File: config.mk
export PLATFORM = sky130hd
export DESIGN_NAME = lat_hide_slave
export DESIGN_NICKNAME = d
export VERILOG_FILES = /design/src/rtl/lat_hide_pkg.sv /design/src/rtl/lh_pipe_stage.sv /design/src/rtl/lh_pipeline.sv /design/src/rtl/lh_read_track.sv /design/src/rtl/lat_hide_slave.sv
export SDC_FILE = /design/constraint.sdc
export NUM_CORES = 1
export LEC_CHECK = 0
export ABC_AREA = 1
export ABC_CLOCK_PERIOD_IN_PS = 4250
export BUFFER_PORTS_ARGS = -buffer_cell sky130_fd_sc_hd__buf_2
export CAP_MARGIN = 40
export CORE_MARGIN = 1
export CORE_UTILIZATION = 55
export DETAILED_ROUTE_END_ITERATION = 8
export PLACE_DENSITY = 0.78
export RECOVER_POWER = 50
export REMOVE_ABC_BUFFERS = 1
export SKIP_CTS_REPAIR_TIMING = 1
export SLEW_MARGIN = 40
export SYNTH_ARGS = -nofsm -noshare
export SYNTH_HDL_FRONTEND = slang
export SYNTH_HIERARCHICAL = 1
export SYNTH_SLANG_ARGS = --single-unit
File: constraint.sdc
create_clock -name clk_i -period 4.25 [get_ports clk_i]
set_clock_uncertainty 0.15 [all_clocks]
set_input_delay 0.425 -clock clk_i [delete_from_list [all_inputs] [get_ports clk_i]]
set_output_delay 0.425 -clock clk_i [all_outputs]
set_load 0.005 [all_outputs]
File: src/rtl/lat_hide_pkg.sv
package lat_hide_pkg;
  typedef enum logic {
    ADDR_OPND = 1'b0,
    ADDR_RES  = 1'b1
  } reg_sel_e;
endpackage

File: src/rtl/lh_pipe_stage.sv
module lh_pipe_stage #(
  parameter int unsigned DW = 32,
  parameter int unsigned TW = 6,
  parameter logic [DW-1:0] ADD = '0
) (
  input  logic          clk_i,
  input  logic          rst_ni,
  input  logic          v_i,
  input  logic [TW-1:0] tag_i,
  input  logic [DW-1:0] data_i,
  output logic          v_o,
  output logic [TW-1:0] tag_o,
  output logic [DW-1:0] data_o
);
  always_ff @(posedge clk_i or negedge rst_ni) begin
    if (!rst_ni) begin
      v_o    <= 1'b0;
      tag_o  <= '0;
      data_o <= '0;
    end else begin
      v_o <= v_i;
      if (v_i) begin
        tag_o  <= tag_i;
        data_o <= data_i + ADD;
      end
    end
  end
endmodule

File: src/rtl/lh_pipeline.sv
module lh_pipeline #(
  parameter int unsigned DW = 32,
  parameter int unsigned TW = 6,
  parameter int unsigned DEPTH = 26,
  parameter logic [DW-1:0] OFFSET = '0
) (
  input  logic          clk_i,
  input  logic          rst_ni,
  input  logic          v_i,
  input  logic [TW-1:0] tag_i,
  input  logic [DW-1:0] data_i,
  output logic          v_o,
  output logic [TW-1:0] tag_o,
  output logic [DW-1:0] data_o
);
  logic          v_s    [DEPTH+1];
  logic [TW-1:0] tag_s  [DEPTH+1];
  logic [DW-1:0] data_s [DEPTH+1];

  assign v_s[0]    = v_i;
  assign tag_s[0]  = tag_i;
  assign data_s[0] = data_i;

  for (genvar k = 0; k < DEPTH; k++) begin : g_stage
    // transform applied once, in the first stage
    localparam logic [DW-1:0] StageAdd = (k == 0) ? OFFSET : '0;
    lh_pipe_stage #(.DW(DW), .TW(TW), .ADD(StageAdd)) i_stage (
      .clk_i (clk_i),
      .rst_ni(rst_ni),
      .v_i   (v_s[k]),
      .tag_i (tag_s[k]),
      .data_i(data_s[k]),
      .v_o   (v_s[k+1]),
      .tag_o (tag_s[k+1]),
      .data_o(data_s[k+1])
    );
  end

  assign v_o    = v_s[DEPTH];
  assign tag_o  = tag_s[DEPTH];
  assign data_o = data_s[DEPTH];

  for (genvar k = 1; k < DEPTH; k++) begin : g_chk
    p_valid_shift_r2: assert property (@(posedge clk_i) disable iff (!rst_ni)
      v_s[k] |=> v_s[k+1]);
  end
endmodule

File: src/rtl/lh_read_track.sv
module lh_read_track #(
  parameter int unsigned TW = 6,
  parameter int unsigned DEPTH = 26
) (
  input  logic          clk_i,
  input  logic          rst_ni,
  input  logic          launch_i,
  input  logic          out_v_i,
  input  logic [TW-1:0] out_tag_i,
  output logic [TW-1:0] launch_tag_o,
  output logic          busy_o,
  output logic          done_now_o
);
  localparam int unsigned AW = $clog2(DEPTH + 2);

  logic [TW-1:0] newest_q;
  logic          busy_q;

  assign launch_tag_o = newest_q + 1'b1;
  assign done_now_o   = busy_q && out_v_i && (out_tag_i == newest_q);
  assign busy_o       = busy_q;

  always_ff @(posedge clk_i or negedge rst_ni) begin
    if (!rst_ni) begin
      newest_q <= '0;
      busy_q   <= 1'b0;
    end else if (launch_i) begin
      newest_q <= launch_tag_o;
      busy_q   <= 1'b1;
    end else if (done_now_o) begin
      busy_q <= 1'b0;
    end
  end

  // age of the newest operand, checker only
  logic [AW-1:0] age_q;
  always_ff @(posedge clk_i or negedge rst_ni) begin
    if (!rst_ni)                  age_q <= '0;
    else if (launch_i)            age_q <= '0;
    else if (busy_q && age_q < AW'(DEPTH)) age_q <= age_q + 1'b1;
  end

  p_busy_bounded_r3: assert property (@(posedge clk_i) disable iff (!rst_ni)
    busy_q |-> (age_q < AW'(DEPTH)));
  p_done_on_time_r3: assert property (@(posedge clk_i) disable iff (!rst_ni)
    (busy_q && age_q == AW'(DEPTH - 1)) |-> done_now_o);
  p_done_not_early_r3: assert property (@(posedge clk_i) disable iff (!rst_ni)
    (busy_q && age_q < AW'(DEPTH - 1)) |-> !done_now_o);
endmodule

File: src/rtl/lat_hide_slave.sv
module lat_hide_slave
  import lat_hide_pkg::*;
#(
  parameter int unsigned DATA_W = 32,
  parameter int unsigned LATENCY = 26,
  parameter logic [DATA_W-1:0] OFFSET = 32'h0000_1234
) (
  input  logic              clk_i,
  input  logic              rst_ni,
  input  logic              addr_i,
  input  logic              wr_i,
  input  logic              rd_i,
  input  logic [DATA_W-1:0] wdata_i,
  output logic [DATA_W-1:0] rdata_o,
  output logic              waitreq_o
);
  localparam int unsigned TagW = $clog2(LATENCY) + 1;

  logic              launch;
  logic              rd_res;
  logic              rd_opnd;
  logic [TagW-1:0]   launch_tag;
  logic              out_v;
  logic [TagW-1:0]   out_tag;
  logic [DATA_W-1:0] out_data;
  logic              busy;
  logic              done_now;
  logic [DATA_W-1:0] last_res_q;

  assign launch  = wr_i && (reg_sel_e'(addr_i) == ADDR_OPND);
  assign rd_res  = rd_i && (reg_sel_e'(addr_i) == ADDR_RES);
  assign rd_opnd = rd_i && (reg_sel_e'(addr_i) == ADDR_OPND);

  lh_pipeline #(
    .DW(DATA_W), .TW(TagW), .DEPTH(LATENCY), .OFFSET(OFFSET)
  ) i_pipe (
    .clk_i (clk_i),
    .rst_ni(rst_ni),
    .v_i   (launch),
    .tag_i (launch_tag),
    .data_i(wdata_i),
    .v_o   (out_v),
    .tag_o (out_tag),
    .data_o(out_data)
  );

  lh_read_track #(.TW(TagW), .DEPTH(LATENCY)) i_track (
    .clk_i       (clk_i),
    .rst_ni      (rst_ni),
    .launch_i    (launch),
    .out_v_i     (out_v),
    .out_tag_i   (out_tag),
    .launch_tag_o(launch_tag),
    .busy_o      (busy),
    .done_now_o  (done_now)
  );

  always_ff @(posedge clk_i or negedge rst_ni) begin
    if (!rst_ni)    last_res_q <= '0;
    else if (out_v) last_res_q <= out_data;
  end

  assign waitreq_o = rd_res && busy && !done_now;

  always_comb begin
    rdata_o = '0;
    if (rd_res) rdata_o = done_now ? out_data : last_res_q;
  end

  p_wr_no_wait_r4: assert property (@(posedge clk_i) disable iff (!rst_ni)
    (wr_i && !rd_i) |-> !waitreq_o);
  p_last_capture_r6: assert property (@(posedge clk_i) disable iff (!rst_ni)
    out_v |=> (last_res_q == $past(out_data)));
  p_idle_no_wait_r6: assert property (@(posedge clk_i) disable iff (!rst_ni)
    (rd_res && !busy) |-> !waitreq_o);
  p_opnd_read_zero_r7: assert property (@(posedge clk_i) disable iff (!rst_ni)
    rd_opnd |-> (!waitreq_o && rdata_o == '0));
endmodule

[Word level (Yosys, flattened, before mapping)]
Cells that the tools add are included.
Storage, ports and cells
  flip-flop bits (word level): 1047
  output and inout port bits: 33
Cells by class
  add/subtract/negate cells: 2
  equality and inequality tests: 1
  multiplexer cells: 4
  bitwise operators: 1
  reduce and logical (&&, ||, !) cells: 8
Operator list (count)
  32-bit 2-to-1 mux: 2
  32-bit by 13-bit adder with 32-bit output (second input constant): 1
  6-bit by 1-bit adder with 6-bit output (second input constant): 1
  6-bit equality test: 1
  1-bit logical AND: 6
  1-bit 2-to-1 mux: 2
  2-bit nonzero test: 1
  1-bit zero test: 1
  1-bit NOT: 1

[Longest topological paths before layout]
Gate-level depths: netlist of run 1.
  depth in word-level cells: 4
  depth in mapped cells: 13
  mapped depth without buffers: 11

[Modules after synthesis]
The synthesis of run 1 kept the hierarchy.
By module, submodules not included
  lh_pipe_stage at i_pipe.g_stage[10].i_stage ...: instances 25, cells an instance 162, area each 1477.7 sq um
  lh_pipe_stage at i_pipe.g_stage[0].i_stage: instances 1, cells an instance 329, area each 2304.7 sq um
  lat_hide_slave: instances 1, cells an instance 279, area each 1829.3 sq um
  lh_read_track: instances 1, cells an instance 72, area each 493.0 sq um

[Worst setup path before layout of run 1]
Ideal clock, no wire load.
  path kind: register to output
  start point: reg i_track.newest_q[0]
  end point: out rdata_o[22]
  arrival time: 1.271 ns
  slack: 2.404 ns
  cell stages (with the launch flop): 13
  cell sequence: dfrtp_1 > inv_1 > nand2_1 > nand2_1 > inv_1 > nand2_1 > nor2_1 > nand2_1 > inv_1 > buf_4 > buf_4 > nor2_1 > nor2_1
On the way
  cells in the longest elaborated chain, start to end: 4
RTL lines
  start: declaration: line lh_read_track.sv:16  | logic [TW-1:0] newest_q;
  start signal: assignment: line lh_read_track.sv:28  | newest_q <= launch_tag_o;
  6-bit equality test: line lh_read_track.sv:20  | assign done_now_o = busy_q && out_v_i && (out_tag_i == newest_q);
  1-bit logical AND: line lh_read_track.sv:20
  net done_now: line lat_hide_slave.sv:27  | logic done_now;
  32-bit 2-to-1 mux (2 in a row): line lat_hide_slave.sv:67  | if (rd_res) rdata_o = done_now ? out_data : last_res_q;
  end: declaration: line lat_hide_slave.sv:14  | output logic [DATA_W-1:0] rdata_o,
The timed path passes the listed nets, and every way through them passes these cells.

==> qor.yml, run 1 <==
run_status: "complete, but fails checks"
failed_checks: "negative hold slack, max-capacitance violations, max-slew violations"
ant_nets: 0
grt_pass1_vias: 30000
wl_per_cell_um: 13.9
antenna_found_initial: 0
start_util: 0.557
layout_min_cycle_time_ps: 3120
p_leak_nw: 25.7
cap_violations: 33
io_pins: 70
cp-start-kind: "flop"
setup_tns_ps: 0
cts_tree: "done"
n_antenna_cell: 0
grt-ovfl-total: 0
numCtsBuffers: 102
rrSetupSlack_ps: 1130
vias_per_cell: 5.03
cts.sinks: 1053
die_x_um: 277
syn_avg_cell_area_um2: 8.79
min_path_type: "in -> reg"
dr.pass1.iters: 7
fin_hold_ws_ps: -3.05
fin_cells: 5806
comb_power_share: 0.089
placed_cell_area_mm2: 0.0417
drt_iter0_markers: 1970
grt_usage: 0.217
drt_wl_total_um: 80700
worstPathArrival_ps: 3510
drive_gt1_frac: 0.0604
p_switching_mw: 5.94
rsz0062_at_grt: "false"
h-tree-depth: 3
critPathMaxFanout: 40
ir_worst_vdd_v: 0.000395
share_seq_of_total_power: 0.519
core_area_mm2: 0.0746
grt_max_degree: 97
grt_pass1_wl_um: 140000
finalNetCount: 4795
worstPathRequired_ps: 4650
ys_warn_count: 6
crit_type: "reg -> reg"
dr_total_vias: 29200
ys_ff_latch: 1053
cp-end-kind: "flop"
fin_ws_ps: 1130
finalPower_mw: 23.3
worstMarginPinSlew_ps: 2400
switching_share: 0.255
rows: 100
dieArea_mm2: 0.0767
die_h_um: 277
area_growth_pct: 8.84
setup_viol_count_final: 0
clkLatencyLatePin_ps: 680
clkPwrFrac: 0.392
relSlewSlack: -0.600
synth_cells: 4730
finalCritPeriodShare: 0.733
place_inst: 5595
cts.path.max_buffers: 3
synth_cell_type_count: 34
finalInstanceArea_mm2: 0.0452
internal_power_mw: 17.4
hold_start: "wdata_i[28]"
r2r_start: "i_pipe/g_stage[21].i_stage/v_o"
root_buffer: "clkbuf_16"
yosysSeqAreaShare: 0.634
drc_errors: 0
hold_viol_final: 3
preCtsSetupSlack_ps: 1940
drv_slew: 1523
gp_congestion: 0.840
power_density_mw_per_mm2: 515
crit_start: "i_pipe/g_stage[21].i_stage/v_o"
fmax_ghz: 0.321
synth.cell_area_mm2: 0.0416
clkSlewWorstSetupHoldPaths_ps: 60
dp.final_hpwl_um: 50300
io_buffer_count: 69
==> layout make-up <==
| class | instances | area, um^2 |
|---|---|---|
| Fill cell | 6137 | 29300 |
| Timing Repair Buffer | 148 | 950 |
| Clock buffer | 152 | 2980 |
| Sequential cell | 1053 | 26400 |
| Inverter | 103 | 388 |
| Tap cell | 969 | 1210 |
| Multi-Input combinational cell | 3348 | 12900 |
| Clock inverter | 33 | 463 |
==> worst max-delay path: stages (launching register included) <==
cell      delay, ps
dfrtp_1         320
clkbuf_1       1390
inv_2           780
nand2_1         260
nand2_1          80
==> per-layer routing <==
layer  global-route usage  routed length, um  vias to the layer above
met5                    0                  0                        -
met1                0.277              34400                    14400
met4               0.0598               1790                        0
li1                     -                  -                    14300
met3               0.0286               2140                      134
met2                0.389              42400                      412
==> worst paths after layout <==
path                                                          to  depth (start not counted)
hold / removal              i_pipe/g_stage[0].i_stage/data_o[28]                          5
hold reg to reg              i_pipe/g_stage[12].i_stage/tag_o[1]                          2
setup reg to reg            i_pipe/g_stage[22].i_stage/data_o[4]                          4
min in group asynchronous  i_pipe/g_stage[25].i_stage/data_o[23]                          2
max in group asynchronous   i_pipe/g_stage[1].i_stage/data_o[27]                          3
setup / recovery            i_pipe/g_stage[22].i_stage/data_o[4]                          4
==> synth_stat cells <==
master / number / area share
clkinv_2: 1 / 0.00012
a31oi_1: 2 / 0.00030
nand2_1: 3098 / 0.28
o21ai_1: 2 / 0.00024
nand2_4: 1 / 0.00027
buf_2: 56 / 0.0067
nor3_2: 1 / 0.00024
buf_6: 103 / 0.028
xnor2_1: 7 / 0.0015
and2_1: 2 / 0.00030
o21ai_2: 2 / 0.00042
inv_2: 31 / 0.0028
inv_1: 71 / 0.0064
nor2_2: 4 / 0.00060
o21ai_0: 14 / 0.0017
or2_2: 1 / 0.00015
nand3b_1: 5 / 0.00090
nor3b_1: 1 / 0.00018
clkbuf_8: 1 / 0.00033
nor2_4: 1 / 0.00027
or2_1: 1 / 0.00015
clkbuf_1: 4 / 0.00036
dfrtp_1: 1053 / 0.63
nand3_2: 2 / 0.00048
nand4_1: 6 / 0.00090
buf_4: 62 / 0.011
o21bai_1: 1 / 0.00018
nand2_2: 1 / 0.00015
xor2_2: 2 / 0.00078
ha_1: 2 / 0.00060
a21oi_1: 33 / 0.0040
xor2_1: 9 / 0.0019
nand3_1: 26 / 0.0031
nor2_1: 124 / 0.011
==> cells in the final DEF (no fill, tap or decap), types with 4 or more instances in the layout <==
cell,synthesis,routed
clkbuf_2,0,4
clkbuf_8,1,24
inv_2,31,32
inv_1,71,70
nand3_1,26,26
xor2_1,9,9
clkbuf_16,0,102
dlygate4sd3_1,0,25
xnor2_1,7,7
bufinv_16,0,8
nand3b_1,5,5
dfrtp_1,1053,1052
buf_4,62,4
a21oi_1,33,33
nand2_1,3098,3098
buf_12,0,6
clkbuf_1,4,65
buf_2,56,68
nor2_2,4,4
nor2_1,124,123
clkinv_2,1,18
nand4_1,6,6
o21ai_0,14,16
==> cells by family (layout without fill, tap and decap cells) <==
family                   Yosys count  count (layout)  share of synthesized area
flip-flops                      1053            1053                      0.634
AO/OA/AOI/OAI                     54              54                    0.00680
adder cells (fa/ha/maj)            2               2                   0.000602
AND/OR/NAND/NOR                 3274            3274                      0.299
buffers and inverters            329             436                     0.0559
XOR/XNOR                          18              18                    0.00415
==> flip-flops by register name, summed over array words and instances, names as in the netlist <==
name,cells
i_pipe/g_stage.i_stage/data_o,832
i_pipe/g_stage.i_stage/v_o,26
i_track/busy_o,1
last_res_q,32
i_pipe/g_stage.i_stage/tag_o,156
i_track/newest_q,6
==> metrics by stage <==
step | hold WS, ps | utilization
final | -3.05 | 0.607
after global routing | 5.28 | 0.607
after global placement | 304 | 0.559
after CTS | -332 | 0.606
after detailed placement | 306 | 0.560
after floorplan | -20.6 | -
==> power by group through the flow <==
stage	combinational (mW)	sequential [mW]	clock, mW
after floorplan	1.30	12.1	0
after global placement	1.99	12.2	0
after detailed placement	2.08	12.2	0
after CTS	2.12	12.1	9.30
after global routing	2.46	12.2	9.70
final	2.08	12.1	9.14
Power figures use the tool's default switching activity.
==> inputs of run 2 (changes only) <==
ABC_CLOCK_PERIOD_IN_PS = 2900   (was 4250)
clock period = 2.9 ns   (was 4.25 ns; I/O delays follow)
==> run 2 against run 1 <==
Against the previous run:
- the flow finishes with violations (max-capacitance violations, max-slew violations)
- largest power group unchanged
- power grew 47%
- via count grew 0.75%
- die area is the same
==> qor.yml, run 2 (synthesized netlist as in run 1, its figures left out) <==
area_growth_pct: 9.65
io_buffer_count: 69
worstPathRequired_ps: 3350
cp-start-kind: "primary input"
clkLatencyLatePin_ps: 670
grt_usage: 0.219
setup_viol_count_final: 0
cts.path.max_buffers: 3
drv_slew: 709
wl_per_cell_um: 14.1
rsz0062_at_grt: "false"
worstMarginPinSlew_ps: 2120
drive_gt1_frac: 0.0664
root_buffer: "clkbuf_16"
grt-ovfl-total: 0
fin_ws_ps: 167
crit_type: "in -> reg"
critPathMaxFanout: 4
finalCritPeriodShare: 0.943
grt_pass1_wl_um: 141000
finalPower_mw: 34.2
antenna_found_initial: 0
n_antenna_cell: 0
postLayoutCoreUtil: 0.611
fmax_ghz: 0.366
fin_hold_ws_ps: 210
rows: 100
die_x_um: 277
h-tree-depth: 3
min_path_type: "in -> reg"
hold_viol_final: 0
run_status: "complete, but fails checks"
drt_wl_total_um: 82100
rrSetupSlack_ps: 550
drt_iter0_markers: 2070
io_pins: 70
start_util: 0.557
ir_worst_vdd_v: 0.000742
setup_tns_ps: 0
final_common_cell: "nand2_1"
relSlewSlack: -0.414
dp.final_hpwl_um: 51100
top_regs: "i_pipe/g_stage.i_stage/data_o (832), i_pipe/g_stage.i_stage/tag_o (156), last_res_q (32)"
cts.sinks: 1053
power_density_mw_per_mm2: 750
dieArea_mm2: 0.0767
grt_pass1_vias: 29800
cp-end-kind: "flop"
cts_tree: "done"
worstPathArrival_ps: 3190
core_area_mm2: 0.0746
final_cell_mix: "3098 x nand2_1, 1052 x dfrtp_1, 124 x nor2_1, 103 x clkbuf_16"
vias_per_cell: 5.04
dr.pass1.iters: 5
numCtsBuffers: 102
layout_min_cycle_time_ps: 2730
p_leak_nw: 25.9
multi_input_area_mm2: 0.0129
seqCellArea_mm2: 0.0264
die_h_um: 277
cap_violations: 17
dr_total_vias: 29400
drc_errors: 0
top_register: "i_pipe/g_stage.i_stage/data_o"
grt_max_degree: 90
largest_reg_flops: 832
failed_checks: "max-capacitance violations, max-slew violations"
nFillCells: 6035
preCtsSetupSlack_ps: 676
finalNetCount: 4821
ant_nets: 0
gp_congestion: 0.832
clkSlewWorstSetupHoldPaths_ps: 60
[run 2: worst paths after layout]
kind | from | to | depth (start not counted)
worst max-delay path | wdata_i[3] | i_pipe/g_stage[0].i_stage/data_o[20] | 14
worst min-delay path | wdata_i[0] | i_pipe/g_stage[0].i_stage/data_o[0] | 4
worst max register to register | i_pipe/g_stage[14].i_stage/v_o | i_pipe/g_stage[15].i_stage/data_o[8] | 3
worst min register to register | i_pipe/g_stage[3].i_stage/tag_o[3] | i_pipe/g_stage[4].i_stage/tag_o[3] | 2
max in group asynchronous | rst_ni | i_pipe/g_stage[9].i_stage/data_o[16] | 4
min in group asynchronous | rst_ni | i_pipe/g_stage[25].i_stage/data_o[31] | 2
[run 2: worst max-delay path: stages]
cell and delay (ps):
dlygate4sd3_1 550, buf_2 140, ha_1 210, inv_1 70, nand2_1 110, nand2_1 140, nand2_1 120, nand3b_1 130
nand2_1 60, nand2_1 60, dlygate4sd3_1 550, nand3_1 60, dlygate4sd3_1 640, nand2_1 60
[run 2: final cells by class]
| cell class | instances | share of cell area |
|---|---|---|
| clock inverter | 32 | 0.00788 |
| multi-input combinational | 3348 | 0.283 |
| sequential | 1053 | 0.578 |
| clock buffer | 156 | 0.0686 |
| timing repair buffer | 174 | 0.0274 |
| inverter | 103 | 0.00851 |
| tap | 969 | 0.0266 |
[run 2: power by group]
group / switching, mW / internal, mW / total [mW]
logic: 2.03 / 1.06 / 3.09
clock network: 5.51 / 7.88 / 13.4
registers: 1.11 / 16.6 / 17.7
[run 2: through the flow]
step / cell area [um^2] / std cells
4_1_cts: 45400 / 5795
6_report: 45600 / 5835
5_1_grt: 45600 / 5835
3_5_place_dp: 41900 / 5607
2_1_floorplan: 39600 / 4504
3_3_place_gp: 41900 / 5607
[run 2: routing by layer]
metal	vias up	share of wire	global-route usage
met4	0	0.024	0.0650
met2	490	0.52	0.385
met5	-	0	0
met3	147	0.031	0.0267
met1	14400	0.42	0.284
li1	14300	-	-
==> inputs of run 3 (changes only) <==
REMOVE_ABC_BUFFERS = default   (was 1)
==> run 3 against run 2 <==
Against the previous run:
- the run still ends with max-capacitance violations, max-slew violations left
- die area is the same
- utilization fell by 0.077 points
- first-iteration DRC count decreased by 6.4%
- critical path depth did not move
- combinational power about the same
- maximum frequency down 1.0%
- final cell count is essentially flat
- largest power group unchanged
==> qor.yml, run 3 (synthesized netlist as in run 1, its figures left out) <==
wl_per_cell_um: 13.8
grt_usage: 0.215
finalInstanceArea_mm2: 0.0455
antenna_found_initial: 0
crit_chain: "dlygate4sd3_1 > buf_2 > ha_1 > inv_1 > nand2_1 > nand2_1 > nand2_1 > nand3b_1 > nand2_1 > nand2_1 > dlygate4sd3_1 > nand3_1 > dlygate4sd3_1 > nand2_1"
worstMarginPinSlew_ps: 2010
hold_start: "wdata_i[0]"
share_seq_of_total_power: 0.519
drive_gt1_frac: 0.0625
largest_reg_flops: 832
cp-start-kind: "primary input"
syn-num-nets: 4769
grt_max_degree: 77
gp_congestion: 0.819
drv_slew: 662
final_common_cell: "nand2_1"
comb_power_share: 0.090
ant_nets: 0
drt_wl_total_um: 80400
dieArea_mm2: 0.0767
h-tree-depth: 3
path_common_cell: "nand2_1"
min_path_type: "in -> reg"
ff2ff_path_depth: 3
die_h_um: 277
cp.depth: 14
finalNetCount: 4826
rsz0062_at_grt: "false"
power_density_mw_per_mm2: 750
r2r_start: "i_pipe/g_stage[9].i_stage/v_o"
drt_iter0_markers: 1938
dr_total_vias: 29200
vias_per_cell: 5.00
fmax_ghz: 0.362
n_antenna_cell: 0
cp-end-kind: "flop"
start_util: 0.557
p_switching_mw: 8.67
rrSetupSlack_ps: 560
critPathMaxFanout: 4
cts_tree: "done"
cts.path.max_buffers: 3
numCtsBuffers: 104
top_regs: "i_pipe/g_stage.i_stage/data_o (832), i_pipe/g_stage.i_stage/tag_o (156), last_res_q (32)"
finalPower_mw: 34.2
area_growth_pct: 9.51
cp_top_family: "buffers and inverters"
cp_slowest_cell: "dlygate4sd3_1"
clkPwrFrac: 0.391
worstPathArrival_ps: 3210
final_cell_mix: "3098 x nand2_1, 1052 x dfrtp_1, 124 x nor2_1, 105 x clkbuf_16, 71 x inv_1"
io_pins: 70
core_area_mm2: 0.0746
relSlewSlack: -0.340
grt-ovfl-total: 0
worstPathRequired_ps: 3350
io_buffer_count: 69
cpPeakStageDelay_ps: 640
drc_errors: 0
ir_worst_vdd_v: 0.000561
crit_type: "in -> reg"
postLayoutCoreUtil: 0.610
path_buf_inv: 5
rows: 100
crit_start: "wdata_i[2]"
setup_viol_count_final: 0
top_register: "i_pipe/g_stage.i_stage/data_o"
cts.sinks: 1053
setup_tns_ps: 0
fin_cells: 5836
clkLatencyLatePin_ps: 670
failed_checks: "max-capacitance violations, max-slew violations"
run_status: "complete, but fails checks"
placed_cell_area_mm2: 0.0419
fin_ws_ps: 138
die_x_um: 277
place_inst: 5610
dp.final_hpwl_um: 51300
clkSlewWorstSetupHoldPaths_ps: 60
preCtsSetupSlack_ps: 731
root_buffer: "clkbuf_16"
cap_violations: 16
layout_min_cycle_time_ps: 2760
grt_pass1_vias: 29800
fin_hold_ws_ps: 205
grt_pass1_wl_um: 140000
switching_share: 0.254
dr.pass1.iters: 5
internal_power_mw: 25.5
whs_path_depth: 4
hold_viol_final: 0
finalCritPeriodShare: 0.952
p_leak_nw: 25.8
run 3: power by group through the flow:
stage                     Combinational (mW)  Clock, mW  Sequential (mW)
after CTS                               3.11       13.6             17.7
after detailed placement                3.07          0             17.9
after floorplan                         2.32          0             17.6
after global routing                    3.62       14.2             18.0
after global placement                  2.95          0             17.9
final                                   3.07       13.4             17.7
run 3: layer usage:
layer | vias up | wire [um] | track usage
met5 | - | 0 | 0
met3 | 139 | 2200 | 0.0286
met2 | 374 | 41800 | 0.379
met1 | 14400 | 34600 | 0.280
met4 | 0 | 1750 | 0.0588
li1 | 14300 | - | -
run 3: final cells by class:
class	count	area [um^2]
Clock buffer	158	3030
Clock inverter	28	412
Fill cell	6179	29100
Inverter	103	388
Multi-Input combinational cell	3348	12900
Sequential cell	1053	26400
Tap cell	969	1210
Timing Repair Buffer	177	1240
run 3: tightest hold or removal path: cells and delay by family:
family                 cells  cell delay [ps]
buffers and inverters      2              610
and+or+nand+nor            2               90
run 3: path summary, 6_finish.rpt:
path                                                         end
max                         i_pipe/g_stage[0].i_stage/data_o[20]
min                          i_pipe/g_stage[0].i_stage/data_o[0]
min reg2reg                i_pipe/g_stage[11].i_stage/data_o[22]
max reg2reg                 i_pipe/g_stage[10].i_stage/data_o[2]
max in group asynchronous   i_pipe/g_stage[11].i_stage/data_o[7]
min in group asynchronous  i_pipe/g_stage[21].i_stage/data_o[29]
